==> config.mk <==
export PLATFORM = sky130hd
export DESIGN_NAME = dlv_delivery_ctrl
export DESIGN_NICKNAME = d
export VERILOG_FILES = /design/src/rtl/dlv_pkg.sv /design/src/rtl/dlv_targets.sv /design/src/rtl/dlv_ctx.sv /design/src/rtl/dlv_delivery_ctrl.sv
export SDC_FILE = /design/constraint.sdc
export NUM_CORES = 1
export LEC_CHECK = 0
export ABC_CLOCK_PERIOD_IN_PS = 36000
export BUFFER_PORTS_ARGS = -buffer_cell sky130_fd_sc_hd__buf_2
export CAP_MARGIN = 0
export CORE_MARGIN = 5
export CORE_UTILIZATION = 55
export DETAILED_ROUTE_END_ITERATION = 10
export PLACE_DENSITY_LB_ADDON = 0.1
export SYNTH_ARGS = -nofsm -noshare
export SYNTH_HDL_FRONTEND = slang
export SYNTH_SLANG_ARGS = --single-unit
export TNS_END_PERCENT = 20
==> constraint.sdc <==
create_clock -name clk -period 36 [get_ports clk]
set_clock_uncertainty 0.15 [all_clocks]
set_input_delay 7.2 -clock clk [delete_from_list [all_inputs] [get_ports clk]]
set_output_delay 7.2 -clock clk [all_outputs]
set_load 0.01 [all_outputs]
==> src/rtl/dlv_pkg.sv <==
package dlv_pkg;
  localparam int ADDR_W   = 16;
  localparam int DATA_W   = 32;
  localparam int HIDX_W   = 14;
  localparam int HIDX_LSB = 18;
  localparam int PRIO_W   = 8;
  localparam int ID_LSB   = 16;
  localparam logic [4:0] OFF_DLV = 5'h00;
  localparam logic [4:0] OFF_FRC = 5'h04;
  localparam logic [4:0] OFF_THR = 5'h08;
  localparam logic [4:0] OFF_TOP = 5'h18;
  localparam logic [4:0] OFF_CLM = 5'h1C;
endpackage

==> src/rtl/dlv_targets.sv <==
module dlv_targets
  import dlv_pkg::*;
#(
  parameter int N_SRC = 8,
  parameter int SRC_W = $clog2(N_SRC + 1)
) (
  input  logic                      clk,
  input  logic                      rst,
  input  logic                      wr_en,
  input  logic [SRC_W-1:0]          wr_src,
  input  logic [DATA_W-1:0]         wdata,
  output logic [N_SRC*HIDX_W-1:0]   hart_flat,
  output logic [N_SRC*PRIO_W-1:0]   prio_flat
);
  // one routing/priority pair per source; slot s-1 belongs to source s
  for (genvar s = 1; s <= N_SRC; s++) begin : g_src
    always_ff @(posedge clk) begin
      if (rst) begin
        hart_flat[(s-1)*HIDX_W +: HIDX_W] <= '0;
        prio_flat[(s-1)*PRIO_W +: PRIO_W] <= PRIO_W'(1);
      end else if (wr_en && wr_src == SRC_W'(s)) begin
        hart_flat[(s-1)*HIDX_W +: HIDX_W] <= wdata[HIDX_LSB +: HIDX_W];
        prio_flat[(s-1)*PRIO_W +: PRIO_W] <= wdata[PRIO_W-1:0];
      end
    end
  end
endmodule

==> src/rtl/dlv_ctx.sv <==
module dlv_ctx
  import dlv_pkg::*;
#(
  parameter int N_SRC   = 8,
  parameter int SRC_W   = $clog2(N_SRC + 1),
  parameter int HART_ID = 0
) (
  input  logic                    clk,
  input  logic                    rst,
  input  logic [N_SRC:1]          pend,
  input  logic [N_SRC*HIDX_W-1:0] hart_flat,
  input  logic [N_SRC*PRIO_W-1:0] prio_flat,
  input  logic                    wr_dlv,
  input  logic                    wr_frc,
  input  logic                    wr_thr,
  input  logic [DATA_W-1:0]       wdata,
  input  logic                    claim,
  output logic                    dlv_o,
  output logic                    frc_o,
  output logic [PRIO_W-1:0]       thr_o,
  output logic [DATA_W-1:0]       top_o,
  output logic                    irq_o
);
  logic [SRC_W-1:0]  best_id;
  logic [PRIO_W:0]   best_p;
  logic [PRIO_W-1:0] eff;
  logic              admit;

  // linear scan: strict compare keeps the lower source number on ties
  always_comb begin
    best_id = '0;
    best_p  = {1'b1, {PRIO_W{1'b0}}};
    eff     = '0;
    for (int s = 1; s <= N_SRC; s++) begin
      eff = prio_flat[(s-1)*PRIO_W +: PRIO_W];
      if (eff == '0) eff = PRIO_W'(1);
      if (pend[s] && hart_flat[(s-1)*HIDX_W +: HIDX_W] == HIDX_W'(HART_ID)
          && {1'b0, eff} < best_p) begin
        best_p  = {1'b0, eff};
        best_id = SRC_W'(s);
      end
    end
    admit = (best_id != '0) && (thr_o == '0 || best_p[PRIO_W-1:0] < thr_o);
    top_o = admit ? ((DATA_W'(best_id) << ID_LSB) | DATA_W'(best_p[PRIO_W-1:0])) : '0;
  end

  always_ff @(posedge clk) begin
    if (rst) begin
      dlv_o <= 1'b0;
      frc_o <= 1'b0;
      thr_o <= '0;
      irq_o <= 1'b0;
    end else begin
      if (wr_dlv) dlv_o <= wdata[0];
      if (wr_thr) thr_o <= wdata[PRIO_W-1:0];
      if (wr_frc)                       frc_o <= wdata[0];
      else if (claim && top_o == '0)    frc_o <= 1'b0;
      irq_o <= dlv_o && (top_o != '0 || frc_o);
    end
  end

  // the line only rises for a context whose delivery was enabled
  p_irq_needs_dlv_r5: assert property (@(posedge clk) disable iff (rst)
    irq_o |-> $past(dlv_o));
  // an empty claim leaves force cleared
  p_empty_claim_drops_force_r7: assert property (@(posedge clk) disable iff (rst)
    (claim && top_o == '0 && !wr_frc) |=> !frc_o);
  // a reported winner always passes a nonzero threshold
  p_threshold_gate_r4: assert property (@(posedge clk) disable iff (rst)
    (top_o != '0 && thr_o != '0) |-> (top_o[PRIO_W-1:0] < thr_o));
endmodule

==> src/rtl/dlv_delivery_ctrl.sv <==
module dlv_delivery_ctrl
  import dlv_pkg::*;
#(
  parameter int N_SRC  = 8,
  parameter int N_HART = 2
) (
  input  logic                         clk,
  input  logic                         rst,
  input  logic                         bus_req,
  input  logic                         bus_we,
  input  logic [ADDR_W-1:0]            bus_addr,
  input  logic [DATA_W-1:0]            bus_wdata,
  output logic [DATA_W-1:0]            bus_rdata,
  output logic                         bus_rvalid,
  input  logic [N_SRC:1]               src_pend,
  output logic [N_HART-1:0]            hart_irq,
  output logic                         clr_valid,
  output logic [$clog2(N_SRC+1)-1:0]   clr_src
);
  localparam int SRC_W = $clog2(N_SRC + 1);
  localparam int TGT_W = 10;
  localparam int CTX_W = 9;

  logic [N_SRC*HIDX_W-1:0] hart_flat;
  logic [N_SRC*PRIO_W-1:0] prio_flat;
  logic [TGT_W-1:0] tgt_idx;
  logic [CTX_W-1:0] ctx_idx;
  logic [4:0]       off;
  logic             rd, wr, tgt_ok, ctx_ok;
  logic [N_HART-1:0] sel_h, dlv_v, frc_v;
  logic [DATA_W-1:0] top_v [N_HART];
  logic [PRIO_W-1:0] thr_v [N_HART];
  logic [DATA_W-1:0] sel_top, rd_mux;
  logic              sel_dlv, sel_frc;
  logic [PRIO_W-1:0] sel_thr;

  assign rd      = bus_req && !bus_we;
  assign wr      = bus_req && bus_we;
  assign tgt_idx = bus_addr[11:2];
  assign ctx_idx = bus_addr[13:5];
  assign off     = bus_addr[4:0];
  assign tgt_ok  = bus_addr[15:12] == 4'h3 && tgt_idx != '0 && int'(tgt_idx) <= N_SRC;
  assign ctx_ok  = bus_addr[15:14] == 2'b01 && int'(ctx_idx) < N_HART;

  dlv_targets #(.N_SRC(N_SRC), .SRC_W(SRC_W)) u_targets (
    .clk(clk), .rst(rst), .wr_en(wr && tgt_ok), .wr_src(tgt_idx[SRC_W-1:0]),
    .wdata(bus_wdata), .hart_flat(hart_flat), .prio_flat(prio_flat));

  for (genvar h = 0; h < N_HART; h++) begin : g_hart
    assign sel_h[h] = ctx_ok && ctx_idx == CTX_W'(h);
    dlv_ctx #(.N_SRC(N_SRC), .SRC_W(SRC_W), .HART_ID(h)) u_ctx (
      .clk(clk), .rst(rst), .pend(src_pend),
      .hart_flat(hart_flat), .prio_flat(prio_flat),
      .wr_dlv(wr && sel_h[h] && off == OFF_DLV),
      .wr_frc(wr && sel_h[h] && off == OFF_FRC),
      .wr_thr(wr && sel_h[h] && off == OFF_THR),
      .wdata(bus_wdata),
      .claim(rd && sel_h[h] && off == OFF_CLM),
      .dlv_o(dlv_v[h]), .frc_o(frc_v[h]), .thr_o(thr_v[h]),
      .top_o(top_v[h]), .irq_o(hart_irq[h]));
  end

  always_comb begin
    sel_top = '0;
    sel_dlv = 1'b0;
    sel_frc = 1'b0;
    sel_thr = '0;
    for (int h = 0; h < N_HART; h++) begin
      if (sel_h[h]) begin
        sel_top = top_v[h];
        sel_dlv = dlv_v[h];
        sel_frc = frc_v[h];
        sel_thr = thr_v[h];
      end
    end
    rd_mux = '0;
    if (tgt_ok) begin
      for (int s = 1; s <= N_SRC; s++) begin
        if (int'(tgt_idx) == s)
          rd_mux = {hart_flat[(s-1)*HIDX_W +: HIDX_W], {(HIDX_LSB-PRIO_W){1'b0}},
                    prio_flat[(s-1)*PRIO_W +: PRIO_W]};
      end
    end else if (ctx_ok) begin
      case (off)
        OFF_DLV:          rd_mux = DATA_W'(sel_dlv);
        OFF_FRC:          rd_mux = DATA_W'(sel_frc);
        OFF_THR:          rd_mux = DATA_W'(sel_thr);
        OFF_TOP, OFF_CLM: rd_mux = sel_top;
        default:          rd_mux = '0;
      endcase
    end
  end

  always_ff @(posedge clk) begin
    if (rst) begin
      bus_rvalid <= 1'b0;
      bus_rdata  <= '0;
      clr_valid  <= 1'b0;
      clr_src    <= '0;
    end else begin
      bus_rvalid <= rd;
      bus_rdata  <= rd ? rd_mux : '0;
      clr_valid  <= rd && ctx_ok && off == OFF_CLM && sel_top != '0;
      clr_src    <= sel_top[ID_LSB +: SRC_W];
    end
  end

  // a clear strobe only travels with returned read data
  p_clr_with_rdata_r6: assert property (@(posedge clk) disable iff (rst)
    clr_valid |-> bus_rvalid);
  // the strobe names a real source
  p_clr_src_range_r6: assert property (@(posedge clk) disable iff (rst)
    clr_valid |-> (clr_src != '0 && int'(clr_src) <= N_SRC));
  // read data appears exactly one cycle after a read request
  p_rvalid_follows_req_r9: assert property (@(posedge clk) disable iff (rst)
    bus_rvalid |-> $past(bus_req && !bus_we));
  // every read request is answered in the next cycle
  p_req_gets_rvalid_r9: assert property (@(posedge clk) disable iff (rst)
    (bus_req && !bus_we) |=> bus_rvalid);
endmodule

# After elaboration in Yosys (flattened, before gate mapping)
# Cells that the tools add are included.
[totals]
word_cells = 249
output_inout_bits = 40
register_bits = 236
[op_classes]
muxes = 65
n_bitwise = 3
n_lt_le_gt_ge = 18
n_reduce_logical = 104
eq_ne = 31
[ops]
columns = ["operator", "count"]
rows = [
  ["$mux 32", 14],
  ["$pmux 32 s4", 1],
  ["$lt 8x9->1", 14],
  ["$mux 9", 14],
  ["$eq 14x1->1 const B", 8],
  ["$logic_not 14->1", 8],
  ["$mux 8", 12],
  ["$reduce_bool 32->1", 3],
  ["$logic_not 8->1", 10],
  ["$logic_and 1x1->1", 67],
  ["$logic_not 32->1", 2],
  ["$mux 4", 14],
  ["$eq 10x4->1 const B", 4],
  ["$or 20x8->20", 2],
  ["$eq 10x3->1 const B", 2],
  ["$eq 4x3->1 const B", 4],
  ["$lt 8x8->1", 2],
  ["$eq 4x2->1 const B", 3],
  ["$eq 10x2->1 const B", 1],
  ["$eq 10x5->1 const B", 1],
  ["$eq 5x5->1 const B", 2],
  ["$le 10x4->1 const B", 1],
  ["$mux 1", 10],
  ["$reduce_bool 10->1", 1],
  ["15 further kinds", 21],
]

# Depth between registers and ports, before layout
# Gate-level depths: netlist of the first run.
[logic_depth]
word_depth = 33
depth_mapped = 94
ltp_nobuf = 90

# By module
# From an unflattened synthesis of the first run, not the netlist that was laid out.
[unflattened]
hier_cells = 2321
area_unflattened_um2 = 19140.9
[modules_own_cells]
columns = ["mod", "cells_per_inst", "seq_area_each_um2", "instances", "area_each_um2"]
rows = [
  ["dlv_targets", 625, 3523.4, 1, 6916.6],
  ["dlv_ctx (g_hart[0].u_ctx)", 629, 220.2, 1, 4411.7],
  ["dlv_ctx (g_hart[1].u_ctx)", 611, 220.2, 1, 4136.5],
  ["dlv_delivery_ctrl", 456, 760.7, 1, 3676.0],
]

# Least setup slack after synthesis of the first run
# OpenSTA, ideal clock, no wires.
[synth_path]
path_type = "in2reg"
from = "input src_pend[1] in the netlist's numbering"
to = "register bus_rdata[3]"
path_slack_ps = 12886
setup_time_ps = 70
n_path_buf = 6
arrival_ps = 22894
path_stages = 87
cell_sequence = "nor4b_2 -> nand4_1 -> nor2_1 -> nand2_1 -> ha_1 -> a21o_1 -> a21o_1 -> a21o_1 -> a2111oi_2 -> o32ai_1 -> a21oi_1 -> clkbuf_1 -> nand2_1 -> o21ai_0 -> inv_1 -> ha_1 -> a211o_1 -> a21oi_1 -> (+51 left out) -> nand3_1 -> nor2_1 -> inv_1 -> clkbuf_1 -> nor2_1 -> a21oi_1 -> ha_1 -> a21oi_1 -> nor2b_1 -> o21ai_0 -> nand2b_1 -> a21oi_1 -> a22o_1 -> a41oi_1 -> nor3_1 -> o211a_1 -> o21ai_1 -> a21oi_1"
[synth_via]
elab_chain_cells = 32
word_cells_on_any_way = 79
classes_between = "order compare: 16; mux: 39; bitwise: 2; reduce/logical: 22"
[synth_lines]
columns = ["element", "line", "text"]
rows = [
  ["start, declared", "dlv_delivery_ctrl.sv:15", "input logic [N_SRC:1] src_pend,"],
  ["$logic_and 1x1->1", "dlv_ctx.sv:37", "if (pend[s] && hart_flat[(s-1)*HIDX_W +: HIDX_W] == HIDX_W'(HART_ID)"],
  ["$mux 9", "dlv_ctx.sv:37", ""],
  ["$lt 8x9->1", "dlv_ctx.sv:38", "&& {1'b0, eff} < best_p) begin"],
  ["$logic_and 1x1->1", "dlv_ctx.sv:38", ""],
  ["$mux 9", "dlv_ctx.sv:37", ""],
  ["$lt 8x9->1", "dlv_ctx.sv:38", ""],
  ["$logic_and 1x1->1", "dlv_ctx.sv:38", ""],
  ["$mux 9", "dlv_ctx.sv:37", ""],
  ["(+16 left out)", "n/a", ""],
  ["$logic_or 1x1->1", "dlv_ctx.sv:43", "admit = (best_id != '0) && (thr_o == '0 || best_p[PRIO_W-1:0] < thr_o);"],
  ["$logic_and 1x1->1", "dlv_ctx.sv:43", ""],
  ["$mux 32", "dlv_ctx.sv:44", "top_o = admit ? ((DATA_W'(best_id) << ID_LSB) | DATA_W'(best_p[PRIO_W-1:0])) : '0;"],
  ["$mux 32", "dlv_delivery_ctrl.sv:69", "if (sel_h[h]) begin"],
  ["$mux 32 (*)", "dlv_delivery_ctrl.sv:69", ""],
  ["$pmux 32 s4 (*)", "dlv_delivery_ctrl.sv:84", "case (off)"],
  ["$mux 32 (*)", "dlv_delivery_ctrl.sv:83", "end else if (ctx_ok) begin"],
  ["$mux 32 (*)", "dlv_delivery_ctrl.sv:77", "if (tgt_ok) begin"],
  ["end signal, assigned", "dlv_delivery_ctrl.sv:102", "bus_rdata <= rd ? rd_mux : '0;"],
  ["end, declared", "dlv_delivery_ctrl.sv:13", "output logic [DATA_W-1:0] bus_rdata,"],
]
# Every way passes the cells marked *; elsewhere a longest branch is shown, timed or not.
# A chain may end at the register's enable or synchronous reset.

# Worst setup path after layout of the first run
# Ends and elaborated chain as after synthesis.

==> flow_summary_export.csv, run 1 <==
group,metric,value,unit
grt,grt_pass1_vias,14700,
grt,track_usage,0.319,
clock_network,cts_hold_buffers,0,
timing,slew_headroom,0.193,
routing,wirelength,52.4,mm
worst_setup_path,critPathCaptureType,"flop",
synthesis,netlist-cell-type-count,83,
layout,num-fill-cells,2740,
routing,wl_per_cell,20.5,um
synthesis,synth_xor_area_frac,0.000557,
synthesis,synthArstFlopShare,0,
floorplan,io-pin-count,100,
clock_network,cts_buffers,25,
run,cap_violations,0,
layout,post_route_cells_drive_above_1_share,0.101,
timing,max_freq,0.0362,GHz
routing,final_antenna_net_count,0,
pwr,p_leak,0.00633,uW
timing,fin_crit,27.65,ns
timing,fin_crit_sh,0.768,
routing,drc,0,
synthesis,synthAdderAreaFrac,0.0874,
timing,worst_pin_slew,1.20,ns
clock_network,clkTransAtPathRegs,0.06,ns
synthesis,yosysWarnings,0,
floorplan,rows,62,
timing,slew_viol_final,0,
pwr,seqPwrFrac,0.481,
worst_setup_path,critPathArrivalTime,27.94,ns
routing,firstDrtPassIters,6,
run_status,status,"finished clean",
synthesis,synth_top_family_by_area,"simple AND/OR/NAND/NOR gates",
clock_network,post_cts_resize_count,0,
worst_setup_path,slowest_delay,0.99,ns
floorplan,fp.dieW,179,um
floorplan,die_h,179,um
synthesis,synth_area_per_cell,7.12,um^2
synthesis,synth_ff_type,"dfxtp_1",
clock_network,worstSkewPairLatency,0.52,ns
floorplan,coreArea,28500,um^2
pwr,power_density,31.3,nW/um^2
pwr,vdd_drop_max,0.0000417,V
timing,rsz0062_at_grt,"no",
layout,area_delta_synth_final,6.66,%
synthesis,seq_area_frac_synth,0.290,
grt,grt_antenna_before_repair,0,
placed_design,dp_slack,8.30,ns
worst_setup_path,crit_top_cell,"a21oi_1",
clock_network,cts.path.max_buffers,3,
clock_network,cts_tree,"built",
grt,grt_first_pass_wirelength,81.0,mm
synthesis,synth_compound_area_frac,0.234,
worst_setup_path,crit_required,36.28,ns
worst_setup_path,cp_slowest_cell,"o31ai_1",
synthesis,netlist_instances,2210,
worst_setup_path,cp_max_fo,14,
placed_design,routabilityCongestion,1.02,
routing,vias,16000,
grt,grt_max_degree,126,
synthesis,synth-simple-area-share,0.250,
clock_network,cts.sinks,228,
synthesis,ys_ff_latch,228,
synthesis,syn_area,15700,um^2
routing,drt-initial-drc-count,1613,
pwr,swShare,0.244,
timing,timing.final.ws_setup,8.35,ns
synthesis,synth.largest_area_cell,"dfxtp_1",
placed_design,io_buffers,81,
synthesis,muxShareOfSynthArea,0.0664,
timing,fin_tns_setup,0,ns
worst_setup_path,cp-start-kind,"primary input",
pwr,p_comb_frac,0.075,
pwr,p_sw,128,uW
placed_design,hpwl,40.3,mm
pwr,internal_power,396,uW
worst_setup_path,worstSetupPathType,"in -> reg",
timing,hold_violations,0,
floorplan,initial_core_util,0.552,
clock_network,cts_post_setup_buffers_inserted,0,
worst_setup_path,ff2ff_path_depth,83,
timing,setup_violations,0,
worst_hold_path,hold_path.class,"reg -> reg",
routing,avgViaCountPerCell,6.25,
floorplan,dieArea,32100,um^2
layout,layout.nets,2328,
clock_network,htreeDepth,1,
synthesis,netlist_top_cells_area,"dfxtp_1 (29%), nand2_1 (12%), a21oi_1 (11%)",
pwr,p_clk_frac,0.444,
clock_network,ctsRootBufferMaster,"clkbuf_16",
worst_hold_path,min_path_cells,2,
grt,grt.overflow.total,0,
synthesis,synth_top_area_frac,0.290,
synthesis,synth_edf_count,0,
==> sequential cells by signal, indices dropped and copies added, names as in the netlist <==
| register | count |
|---|---|
| clr_valid | 1 |
| g_hart.u_ctx.dlv_o | 2 |
| g_hart.u_ctx.irq_o | 2 |
| u_targets.hart_flat | 112 |
| g_hart.u_ctx.thr_o | 16 |
| bus_rdata | 24 |
| clr_src | 4 |
| g_hart.u_ctx.frc_o | 2 |
| bus_rvalid | 1 |
| u_targets.prio_flat | 64 |
==> critical path: cells and delay by family <==
family | cells | cell delay [ns]
AOI/OAI and AO/OA | 41 | 10.42
and+or+nand+nor | 24 | 5.79
adders and majority gates | 9 | 2.61
muxes | 4 | 1.18
buffers and inverters | 6 | 0.67
==> power groups by stage <==
stage | clock network, uW | logic (uW) | registers, uW
finish | 233 | 39.2 | 252
global route | 246 | 41.6 | 252
CTS | 236 | 38.1 | 252
floorplan | 0 | 26.4 | 258
detailed placement | 0 | 38.0 | 258
global placement | 0 | 37.4 | 258
==> path summary, 6_finish.rpt <==
kind                                  end                    start  slack [ns]
setup / recovery             bus_rdata[3]              src_pend[1]        8.35
setup reg to reg             bus_rdata[3]   u_targets.hart_flat[6]       14.69
hold reg to reg   u_targets.hart_flat[71]  u_targets.hart_flat[71]        0.32
hold / removal    u_targets.hart_flat[71]  u_targets.hart_flat[71]        0.32
==> cells by family after synthesis <==
logic type,after synthesis
AO/OA/AOI/OAI,614
flip-flops,228
other,1
AND/OR/NAND/NOR,875
buffers and inverters,284
multiplexers,97
XOR/XNOR,1
adder cells (fa/ha/maj),110
==> Yosys cell counts (all sizes together), types with 4 or more instances <==
cell,instances
a221oi,9
nand2b,14
a211o,4
or2,9
nand2,498
a31oi,11
inv,99
a211oi,12
a311oi,6
and2,19
o2111ai,4
nand3,37
mux2,49
nor3b,4
nor3,36
ha,109
nor2b,12
or3,8
dfxtp,228
and3,10
o22ai,33
o211ai,6
o21ai,76
clkbuf,165
nor2,126
mux2i,47
a21oi,334
nand3b,10
nor4b,11
a22oi,25
nor4,42
a21o,34
nand4,35
o21a,14
buf,19
o31ai,8
==> routing by layer <==
layer | GRT usage | routed length [um] | vias to the layer above
met5 | 0 | 0 | -
met4 | 0.109 | 1990 | 0
met3 | 0.0474 | 4020 | 128
met2 | 0.523 | 24500 | 631
met1 | 0.429 | 21900 | 7617
li1 | - | - | 7624
==> through the flow <==
| stage | instance area, um^2 | hold slack, ns | cells | power, uW | utilization |
|---|---|---|---|---|---|
| final | 16800 | 0.317 | 2558 | 524 | 0.589 |
| after global routing | 16800 | 0.343 | 2557 | 540 | 0.589 |
| after CTS | 16800 | 0.318 | 2557 | 527 | 0.589 |
| after detailed placement | 16000 | 0.309 | 2516 | 296 | 0.564 |
| after global placement | 16000 | 0.299 | 2516 | 295 | 0.564 |
| after floorplan | 15800 | 0.290 | 2217 | 284 | - |
==> cells in the final DEF (no fill, tap or decap), types with 9 or more instances in the layout <==
cell type and n:
nor2_1 126, nand3b_1 10, nand2_1 498, a22oi_1 25
buf_4 18, a21o_1 34, and2_1 18, o21a_1 14
nor3_1 34, nor2b_1 12, mux2_2 49, dfxtp_1 228
nor4b_1 9, nand3_1 37, a211oi_1 11, o21ai_0 71
and3_1 10, o22ai_1 33, mux2i_1 47, nand4_1 35
nand2b_1 14, buf_2 80, clkbuf_16 25, nor4_1 37
a31oi_1 10, inv_1 99, a21oi_1 332, ha_1 109
==> cell type report <==
cell class | instances | area [um^2] | share of cell area
antenna | 1 | 2.50 | 0.000149
clock inverter | 6 | 36.3 | 0.00216
clock buffer | 35 | 693 | 0.0413
sequential | 228 | 4560 | 0.272
tap | 384 | 480 | 0.0286
timing repair buffer | 99 | 547 | 0.0326
inverter | 100 | 375 | 0.0224
multi-input combinational | 1705 | 10100 | 0.601
(Power assumes the default switching activity.)
==> run 2, diff against run 1 <==
Settings changed: ABC_AREA from default to 1, ABC_CLOCK_PERIOD_IN_PS 36000 to 24300.
Clock period 36 ns to 24.3 ns, I/O delays scaled along.
==> run 2 against run 1 <==
Compared with the run above: clock-buffer cell count increased by 2; cell count grew 9.2%; via count is 1.5% higher; sequential cell count did not move; first-iteration DRC count rose by 14%; total power is 67% higher; synthesized area up 0.68%; synthesized cell count is 9.2% higher; register-to-register slack worse by 6.8 ns; critical path type unchanged; critical endpoint unchanged; largest power group is now the clock network.
==> flow_summary_export.csv, run 2 <==
group,metric,value,unit
synthesis,seq_area_frac_synth,0.288,
routing,vias,16200,
routing,final_antenna_net_count,0,
placed_design,hpwl,39.3,mm
clock_network,clkTransAtPathRegs,0.06,ns
synthesis,synthArstFlopShare,0,
worst_setup_path,cp_slowest_cell,"a211oi_1",
synthesis,synth_area_per_cell,6.56,um^2
synthesis,ys_ff_latch,228,
synthesis,synth_most_common_cell,"nand2_1",
floorplan,die_h,180,um
synthesis,muxShareOfSynthArea,0,
synthesis,yosysWarnings,0,
grt,grt_pass1_vias,14700,
layout,antenna_cells,0,
layout,reg.largest.list,"u_targets.hart_flat (112), u_targets.prio_flat (64), bus_rdata (24)",
synthesis,synth_commonest_cells,"nand2_1 (375), inv_1 (340), o21ai_0 (318), dfxtp_1 (228), nor2_1 (222)",
routing,wl_per_cell,18.3,um
synthesis,synth.largest_area_cell,"dfxtp_1",
timing,slew_viol_final,0,
synthesis,synth_top_family_by_area,"simple AND/OR/NAND/NOR gates",
timing,fin_tns_setup,0,ns
layout,final_common_cell,"nand2_1",
floorplan,initial_core_util,0.555,
synthesis,synth_edf_count,0,
floorplan,coreArea,28500,um^2
routing,wirelength,51.1,mm
timing,hold_violations,0,
pwr,power_density,51.1,nW/um^2
run_status,status,"finished clean",
layout,stdcell_area,17100,um^2
worst_setup_path,cp-start-kind,"primary input",
pwr,vdd_drop_max,0.0000613,V
timing,worst_pin_slew,1.23,ns
clock_network,cts_buffers,26,
floorplan,dieArea,32300,um^2
timing,slew_headroom,0.182,
synthesis,netlist-cell-type-count,55,
timing,rsz0062_at_grt,"no",
worst_setup_path,worstSetupPathType,"in -> reg",
clock_network,cts_tree,"built",
layout,num-fill-cells,2803,
clock_network,cts.path.max_buffers,3,
run,cap_violations,0,
synthesis,synthAdderAreaFrac,0.0861,
pwr,p_leak,0.00758,uW
routing,avgViaCountPerCell,5.82,
worst_setup_path,slowest_delay,0.48,ns
grt,track_usage,0.298,
clock_network,htreeDepth,1,
clock_network,cts_hold_buffers,0,
timing,fin_crit_sh,0.842,
grt,grt_antenna_before_repair,0,
timing,finalHoldWorstSlack,0.315,ns
synthesis,netlist_instances,2413,
routing,dr_wl_met3,3.99,mm
floorplan,fp.dieW,180,um
layout,layout.nets,2559,
placed_design,io_buffers,81,
routing,firstDrtPassIters,6,
timing,setup_violations,0,
synthesis,syn_area,15800,um^2
routing,wl_met1,22.2,mm
synthesis,netlist_top_cells_area,"dfxtp_1 (29%), o21ai_0 (10%), nand2_1 (8.9%)",
clock_network,ctsRootBufferMaster,"clkbuf_16",
synthesis,synth_top_area_frac,0.288,
worst_setup_path,crit_family,"compound AO/OA/AOI/OAI gates",
synthesis,synth-simple-area-share,0.260,
worst_setup_path,critPathArrivalTime,20.79,ns
synthesis,synth_ff_type,"dfxtp_1",
layout,post_route_cells_drive_above_1_share,0.0922,
worst_setup_path,cp_max_fo,21,
layout,multi_input_area,9330,um^2
routing,drt-initial-drc-count,1833,
clock_network,cts.sinks,228,
layout,mostFrequentLayoutCells,"nand2_1 (375), inv_1 (339), o21ai_0 (318), dfxtp_1 (228), nor2_1 (222)",
synthesis,synth_xor_area_frac,0,
placed_design,dpl_cell_area,16200,um^2
worst_setup_path,critPathBufInv,6,
clock_network,cts_post_setup_buffers_inserted,0,
timing,max_freq,0.0489,GHz
floorplan,rows,62,
grt,grt_first_pass_wirelength,79.6,mm
worst_setup_path,crit_top_cell,"nand2_1",
layout,largest_reg_flops,112,
routing,highest_layer,"met4",
layout,area_delta_synth_final,8.02,%
floorplan,io-pin-count,100,
clock_network,worstSkewPairLatency,0.55,ns
layout,register_area,4560,um^2
layout,regMostFlops,"u_targets.hart_flat",
grt,grt.overflow.total,0,
timing,fin_crit,20.45,ns
worst_setup_path,crit_required,24.64,ns
routing,drc,0,
worst_setup_path,critPathCaptureType,"flop",
synthesis,synth_compound_area_frac,0.240,
clock_network,post_cts_resize_count,0,
grt,grt_max_degree,130,
worst_hold_path,hold_path.class,"reg -> reg",
placed_design,routabilityCongestion,0.959,
routing,met2_length,23.2,mm
## run 2: changes by cell type after synthesis, moves of 49 or more
cell / change
a21oi_1: -132
inv_1: +241
mux2_2: -49
nand2_1: -123
nand3_1: +62
nor2_1: +96
o21ai_0: +247
## run 2: cells by family after synthesis
| kind of cell | Yosys count |
|---|---|
| and+or+nand+nor | 895 |
| AOI/OAI and AO/OA | 674 |
| buffers and inverters | 506 |
| DFF | 228 |
| adders and majority gates | 109 |
| other | 1 |
## run 2: stage by stage
step	instances	total power [uW]	utilization	worst slack, ns
after floorplan	2420	442	-	6.35
after global placement	2746	465	0.568	3.68
after detailed placement	2746	466	0.568	3.39
after CTS	2793	876	0.599	3.94
after global routing	2793	902	0.599	2.22
final	2793	874	0.599	3.85
## run 2: worst paths after layout
| kind | startpoint | endpoint | slack [ns] | cells after the start |
|---|---|---|---|---|
| worst max-delay path | src_pend[1] | bus_rdata[3] | 3.85 | 89 |
| worst min-delay path | u_targets.hart_flat[111] | u_targets.hart_flat[111] | 0.31 | 2 |
| worst max register to register | u_targets.hart_flat[9] | bus_rdata[3] | 7.87 | 89 |
| worst min register to register | u_targets.hart_flat[111] | u_targets.hart_flat[111] | 0.31 | 2 |
## run 2: area by class of cell
cell class	instances	share of cell area
Multi-Input combinational cell	1686	0.545
Inverter	353	0.0777
Clock buffer	37	0.0458
Tap cell	384	0.0281
Sequential cell	228	0.267
Clock inverter	10	0.00658
Timing Repair Buffer	95	0.0298
## run 2: worst reg2reg max path: cells and delay by family, from the launching register on
family / cells / cell delay (ns)
flip-flops: 1 / 0.33
buffers and inverters: 5 / 0.57
AO/OA/AOI/OAI: 26 / 7.13
adder cells (fa/ha/maj): 8 / 2.46
AND/OR/NAND/NOR: 50 / 5.76
## run 2: report_power, final
| group | switching (uW) | total (uW) | internal [uW] |
|---|---|---|---|
| Sequential | 0.0146 | 374 | 374 |
| Clock | 168 | 414 | 245 |
| Combinational | 60.4 | 86.4 | 26.0 |
## run 2: layer usage
layer,vias to the layer above,GRT usage
li1,8084,-
met1,7398,0.407
met2,663,0.490
met3,100,0.0426
met4,0,0.0920
met5,-,0
